<file path="src/rtl/vil_pkg.sv">
package vil_pkg;
    typedef enum logic [1:0] {
        ST_IDLE   = 2'd0,
        ST_SINGLE = 2'd1,
        ST_LOOP   = 2'd2
    } vil_state_e;
endpackage

</file>
<file path="src/rtl/vil_pick.sv">
// Extracts up to LANES lowest set bits of a mask, lowest first.
module vil_pick #(
    parameter int W     = 16,
    parameter int LANES = 4,
    parameter int IDX_W = 4
) (
    input  logic [W-1:0]           mask,
    output logic [LANES-1:0]       hit,
    output logic [LANES*IDX_W-1:0] idx,
    output logic [W-1:0]           rest
);
    logic [W-1:0] chain [LANES+1];

    assign chain[0] = mask;

    for (genvar k = 0; k < LANES; k++) begin : g_slot
        logic [W-1:0]     low;
        logic [IDX_W-1:0] enc;

        assign low          = chain[k] & (~chain[k] + W'(1));
        assign hit[k]       = |low;
        assign chain[k+1]   = chain[k] & ~low;

        always_comb begin
            enc = '0;
            for (int j = 0; j < W; j++) begin
                if (low[j]) enc = IDX_W'(j);
            end
        end

        assign idx[k*IDX_W +: IDX_W] = enc;
    end

    assign rest = chain[LANES];
endmodule

</file>
<file path="src/rtl/vil_lane.sv">
// Forms one issue slot: offset registers and opcode / zero flag.
module vil_lane #(
    parameter int REG_W = 5,
    parameter int OPC_W = 4,
    parameter int IDX_W = 4
) (
    input  logic             hit,
    input  logic [IDX_W-1:0] idx,
    input  logic [2:0]       vec,
    input  logic [REG_W-1:0] rd_b,
    input  logic [REG_W-1:0] rs1_b,
    input  logic [REG_W-1:0] rs2_b,
    input  logic             pred_bit,
    input  logic [OPC_W-1:0] opc_in,
    output logic             valid,
    output logic [IDX_W-1:0] idx_o,
    output logic [REG_W-1:0] rd,
    output logic [REG_W-1:0] rs1,
    output logic [REG_W-1:0] rs2,
    output logic [OPC_W-1:0] opc,
    output logic             zflag
);
    logic [REG_W-1:0] off;

    assign off   = REG_W'(idx);
    assign valid = hit;
    assign idx_o = hit ? idx : '0;
    assign rd    = hit ? (vec[0] ? rd_b  + off : rd_b)  : '0;
    assign rs1   = hit ? (vec[1] ? rs1_b + off : rs1_b) : '0;
    assign rs2   = hit ? (vec[2] ? rs2_b + off : rs2_b) : '0;
    assign zflag = hit && !pred_bit;
    assign opc   = (hit && pred_bit) ? opc_in : '0;
endmodule

</file>
<file path="src/rtl/vec_issue_loop.sv">
module vec_issue_loop
    import vil_pkg::*;
#(
    parameter int XLEN  = 16,
    parameter int REG_W = 5,
    parameter int OPC_W = 4,
    parameter int LANES = 4,
    localparam int IDX_W = $clog2(XLEN),
    localparam int VL_W  = $clog2(XLEN + 1)
) (
    input  logic                   clk,
    input  logic                   rst_n,
    input  logic                   in_valid,
    output logic                   in_ready,
    input  logic [OPC_W-1:0]       in_opc,
    input  logic [REG_W-1:0]       in_rd,
    input  logic [REG_W-1:0]       in_rs1,
    input  logic [REG_W-1:0]       in_rs2,
    input  logic [2:0]             in_vec,
    input  logic [VL_W-1:0]        in_vl,
    input  logic [XLEN-1:0]        in_pred,
    input  logic                   in_zero,
    output logic [LANES-1:0]       out_valid,
    output logic [LANES*IDX_W-1:0] out_idx,
    output logic [LANES*REG_W-1:0] out_rd,
    output logic [LANES*REG_W-1:0] out_rs1,
    output logic [LANES*REG_W-1:0] out_rs2,
    output logic [LANES*OPC_W-1:0] out_opc,
    output logic [LANES-1:0]       out_zero
);
    typedef struct packed {
        vil_state_e       st;
        logic [XLEN-1:0]  todo;
        logic [XLEN-1:0]  pmask;
        logic [2:0]       vec;
        logic [REG_W-1:0] rd;
        logic [REG_W-1:0] rs1;
        logic [REG_W-1:0] rs2;
        logic [OPC_W-1:0] opc;
    } ctl_t;

    ctl_t                   c_d, c_q;
    logic [XLEN-1:0]        vl_mask;
    logic [XLEN-1:0]        new_mask;
    logic [XLEN-1:0]        pick_rest;
    logic [LANES-1:0]       pick_hit;
    logic [LANES*IDX_W-1:0] pick_idx;
    logic                   accept;
    logic                   in_single;
    logic                   in_loop;

    assign in_ready  = (c_q.st == ST_IDLE);
    assign accept    = in_valid && in_ready;
    assign in_single = (c_q.st == ST_SINGLE);
    assign in_loop   = (c_q.st == ST_LOOP);

    // Length mask: bits above XLEN simply do not exist, which clamps VL.
    always_comb begin
        for (int i = 0; i < XLEN; i++) begin
            vl_mask[i] = (VL_W'(i) < in_vl);
        end
    end

    assign new_mask = vl_mask & (in_pred | {XLEN{in_zero}});

    vil_pick #(
        .W(XLEN), .LANES(LANES), .IDX_W(IDX_W)
    ) u_pick (
        .mask(c_q.todo),
        .hit (pick_hit),
        .idx (pick_idx),
        .rest(pick_rest)
    );

    always_comb begin
        c_d = c_q;
        case (c_q.st)
            ST_IDLE: begin
                if (accept) begin
                    c_d.pmask = in_pred;
                    c_d.vec   = in_vec;
                    c_d.rd    = in_rd;
                    c_d.rs1   = in_rs1;
                    c_d.rs2   = in_rs2;
                    c_d.opc   = in_opc;
                    if (in_vec == 3'b000) begin
                        c_d.todo = '0;
                        c_d.st   = ST_SINGLE;
                    end else begin
                        c_d.todo = new_mask;
                        c_d.st   = (new_mask != '0) ? ST_LOOP : ST_IDLE;
                    end
                end
            end
            ST_SINGLE: c_d.st = ST_IDLE;
            ST_LOOP: begin
                c_d.todo = pick_rest;
                if (pick_rest == '0) c_d.st = ST_IDLE;
            end
            default: c_d.st = ST_IDLE;
        endcase
    end

    always_ff @(posedge clk or negedge rst_n) begin
        if (!rst_n) c_q <= '0;
        else        c_q <= c_d;
    end

    for (genvar k = 0; k < LANES; k++) begin : g_lane
        logic             lhit;
        logic [IDX_W-1:0] lidx;
        logic             pbit;

        assign lidx = in_single ? '0 : pick_idx[k*IDX_W +: IDX_W];
        assign lhit = in_single ? (k == 0) : (in_loop && pick_hit[k]);
        assign pbit = in_single ? 1'b1 : c_q.pmask[lidx];

        vil_lane #(
            .REG_W(REG_W), .OPC_W(OPC_W), .IDX_W(IDX_W)
        ) u_lane (
            .hit     (lhit),
            .idx     (lidx),
            .vec     (c_q.vec),
            .rd_b    (c_q.rd),
            .rs1_b   (c_q.rs1),
            .rs2_b   (c_q.rs2),
            .pred_bit(pbit),
            .opc_in  (c_q.opc),
            .valid   (out_valid[k]),
            .idx_o   (out_idx[k*IDX_W +: IDX_W]),
            .rd      (out_rd[k*REG_W +: REG_W]),
            .rs1     (out_rs1[k*REG_W +: REG_W]),
            .rs2     (out_rs2[k*REG_W +: REG_W]),
            .opc     (out_opc[k*OPC_W +: OPC_W]),
            .zflag   (out_zero[k])
        );
    end
endmodule

</file>
<file path="config.mk">
export PLATFORM = sky130hd
export DESIGN_NAME = vec_issue_loop
export DESIGN_NICKNAME = d
export VERILOG_FILES = /design/src/rtl/vil_pkg.sv /design/src/rtl/vil_pick.sv /design/src/rtl/vil_lane.sv /design/src/rtl/vec_issue_loop.sv
export SDC_FILE = /design/constraint.sdc
export NUM_CORES = 1
export LEC_CHECK = 0
export ABC_CLOCK_PERIOD_IN_PS = 6680
export BUFFER_PORTS_ARGS = -buffer_cell sky130_fd_sc_hd__buf_2
export CAP_MARGIN = 10
export CORE_MARGIN = 2
export CORE_UTILIZATION = 30
export DETAILED_ROUTE_END_ITERATION = 10
export PLACE_DENSITY = 0.56
export SLEW_MARGIN = 40
export SYNTH_ARGS = -nofsm -noshare
export SYNTH_HDL_FRONTEND = slang
export SYNTH_SLANG_ARGS = --single-unit
export TNS_END_PERCENT = 20
</file>
<file path="constraint.sdc">
create_clock -name clk -period 6.68 [get_ports clk]
set_clock_uncertainty 0.2 [all_clocks]
set_input_delay 0.334 -clock clk [delete_from_list [all_inputs] [get_ports clk]]
set_output_delay 0.334 -clock clk [all_outputs]
set_load 0.02 [all_outputs]
</file>
==> metrics.md <==
| Metric | Value |
|---|---|
| Critical setup path kind | reg -> out |
| Per-cell routed wire length | between 15 and 20 um |
| Synth async-reset ratio | 100% |
| Syn avg cell area | about 7.1 sq um |
| Yosys warns | 0 |
| # IOs | 148 |
| Initial cell density of the core | 30.6% |
| Sequential fraction of the synthesis area | 18.1% |
| Max incr delay on CP | 630 ps |
| Most instantiated library cell after synthesis | sky130_fd_sc_hd__nand2_1 |
| Overall die width | about 160 um |
| Pre-CTS setup slack | 704 ps |
| Initial antenna violation count | 0 |
| Status | complete, no violations |
| IO Port Bufs | around 150 |
| Antenna Cells | 0 |
| RSZ-0062 raised after global routing | false |
| Arr. time, crit path | about 5700 ps |
| Hold Fails Final Rpt | 0 |
| Global-route wire length before repair | around 45 mm |
| Final worst setup slack | 446 ps |
| Leading post-synthesis cells by instance count | 199 x sky130_fd_sc_hd__nand2_1, 103 x sky130_fd_sc_hd__nor2_1, 95 x sky130_fd_sc_hd__a21oi_1 |
| Final nets | ~1300 |
| Die Y-Extent | 165 um |
| Max frequency | 160 MHz |
| Cell taking the most area after synthesis | sky130_fd_sc_hd__dfrtp_1 |
| Die outline area | 27100 sq um |
| Core footprint | roughly 25000 sq um |
| Cell class contributing the biggest share of worst-path delay | simple AND/OR/NAND/NOR gates |
| Total Routed Length | between 20 and 30 mm |
| Placement Cell Area | 8680 sq um |
| TritonCTS buffer count | 5 |
| Post-layout min period | 6230 ps |
| CTS tree | yes |
| Placed wire-length estimate after detailed placement | 23.5 mm |
| Number of flip-flops under the largest register name | 56 |
| Clock transition at the register clock pins on the worst setup and hold paths after CTS | 90 ps |
| Type of the most critical hold path | in -> reg |
| Largest registers | c_q x56 |
| Placer Congestion | 0.942 |
| Via count | slightly above 8000 |
| Crit-path cells | or4_4 > or2_4 > a2111oi_4 > o21ai_2 > maj3_2 > a2111o_1 > and2_4 > o31ai_2 > and2_1 > ha_1 > a21o_1 > maj3_1 > xor2_1 > nand2_1 > a21oi_1 > buf_2 |
| Critical-path maximum fanout | 18 |
| Layout Area Growth over Synthesis | 14.8% |
| Number of iterations in the first detailed-routing pass | 5 |
| Clk sinks | 56 |
| Antenna violation net count after detailed routing | 0 |
| Avg Vias per Cell | 5.49 |
| Aggregate negative setup slack | 0 ps |
| Count of final setup violators | 0 |
| Slew headroom | 42.1% |
| Floorplan row count | 58 |
| Post-synthesis cell type count | 83 |
| Max-Cap Viols | 0 |
| Number of global-route vias before repair | 7824 |
| Final Slew Violations | 0 |
| CP required | 6150 ps |
| Synthesized netlist net count | 1195 |
| Setup slack of the worst register-to-register path | 2170 ps |
| Leading register cell type out of synthesis | sky130_fd_sc_hd__dfrtp_1 |
| Total global routing overflow | 0 |
| Later-pin clock latency in the skew report | 310 ps |
| Flops & latches, synth | 56 |
| Largest register by flop count | c_q |
| Period Utilization, post-route | 93.3% |
| Number of design-rule violations left by the first detailed-router iteration | 882 |
| Tightest Pin Transition | 861 ps |
| CP Buf/Inv Count | 1 |
| Clock buffer depth | 2 |
| CP startpoint kind | flip-flop |
| Fraction of layout cells with a size suffix above 1 | 18.4% |
| Gr usage total | a little over a fifth |
| Top cells by area in the synthesized netlist | sky130_fd_sc_hd__dfrtp_1 18%, sky130_fd_sc_hd__nand2_1 9.7%, sky130_fd_sc_hd__ha_1 7.3% |
| Cell Area, Synth | approximately 7700 sq um |
| Cells after synthesis | 1091 |
| Critical-path cell with the highest stage delay | sky130_fd_sc_hd__or4_4 |
| CTS H-Tree Depth | 2 |
| Number of flops mapped to enable cells by yosys | 0 |
| # DRC | 0 |
| Non-Filler Cell Area, Final | 8870 sq um |
| Element type at the critical path end | primary output |
| Portion of synthesized cell area occupied by the leading cell type | 18.1% |
| Maximum number of pins on one net before global-route repair | 57 |
| Clock root buffer | sky130_fd_sc_hd__clkbuf_16 |
cells in the final DEF (no fill, tap or decap), drive strengths merged, types with 20 or more instances in the layout:
cell    instances
nand2         199
buf           167
nor2          104
a21oi          95
o21ai          71
dfrtp          56
ha             45
inv            40
nand2b         35
xnor2          24
and2           23
nand3          22
xor2           20
kinds of logic (layout without fill, tap and decap cells):
family	Yosys count	after routing	share of synthesized area, %
xor+xnor	44	44	4.98
simple gates	464	464	27.7
flops	56	56	18.1
buf+inv	122	215	6.65
mux	25	25	3.66
compound gates	313	313	27.2
fa+ha+maj	67	67	11.7
worst reg2reg max path: stages, from the launching register on:
cell and delay, ps:
sky130_fd_sc_hd__dfrtp_1 570, sky130_fd_sc_hd__or4_4 640, sky130_fd_sc_hd__or2_4 350, sky130_fd_sc_hd__a2111oi_4 390, sky130_fd_sc_hd__o21ai_2 270, sky130_fd_sc_hd__maj3_2 400, sky130_fd_sc_hd__a2111o_1 340, sky130_fd_sc_hd__and2_4 180
sky130_fd_sc_hd__nand2b_1 180, sky130_fd_sc_hd__nand2_1 120, sky130_fd_sc_hd__a21oi_1 80, sky130_fd_sc_hd__a2111oi_0 410, sky130_fd_sc_hd__o221ai_1 230
cell type report:
| type | instances | area (sq um) |
|---|---|---|
| inverter | 39 | 146 |
| clock inverter | 2 | 38.8 |
| timing repair buffer | 168 | 900 |
| sequential | 56 | 1400 |
| tap | 330 | 413 |
| multi-input combinational | 913 | 5850 |
| clock buffer | 6 | 129 |
| fill | 2759 | 16400 |
through the flow:
| stage | instances | hold WS, ps | utilization (%) |
|---|---|---|---|
| 6_report | 1514 | 7.90 | 35.1 |
| 4_1_cts | 1513 | 3.63 | 35.0 |
| 2_1_floorplan | 1091 | -162 | - |
| 3_3_place_gp | 1505 | 269 | 34.3 |
| 3_5_place_dp | 1505 | 270 | 34.4 |
| 5_1_grt | 1514 | 21.9 | 35.1 |
path summary, 6_finish.rpt:
kind,to,startpoint,cells after the start
setup / recovery,out_rs2[18],c_q[39],16
hold / removal,c_q[11],in_rs1[2],3
setup reg to reg,c_q[55],c_q[39],12
hold reg to reg,c_q[37],c_q[37],2
max in group asynchronous,c_q[1],rst_n,3
min in group asynchronous,c_q[39],rst_n,3
routing by layer:
layer	part of all wire, %	routed length (um)	GRT usage [%]	vias up
met5	0	0	0	-
met1	47	14000	31.9	3892
li1	-	-	-	4027
met2	43	12800	32.7	353
met4	2.1	631	6.05	0
met3	7.5	2220	3.19	36
timing repair:
action / in CTS / in global routing
setup endpoints to repair: 0 / 6
buffers inserted: 0 / 0
gates resized for setup: 0 / 2
hold endpoints to repair: 0 / 56
hold buffers: 0 / 1
Power is left out: the tool's default activity adds up to more than one toggle a clock period on the data nets, which glitch-free logic cannot reach.
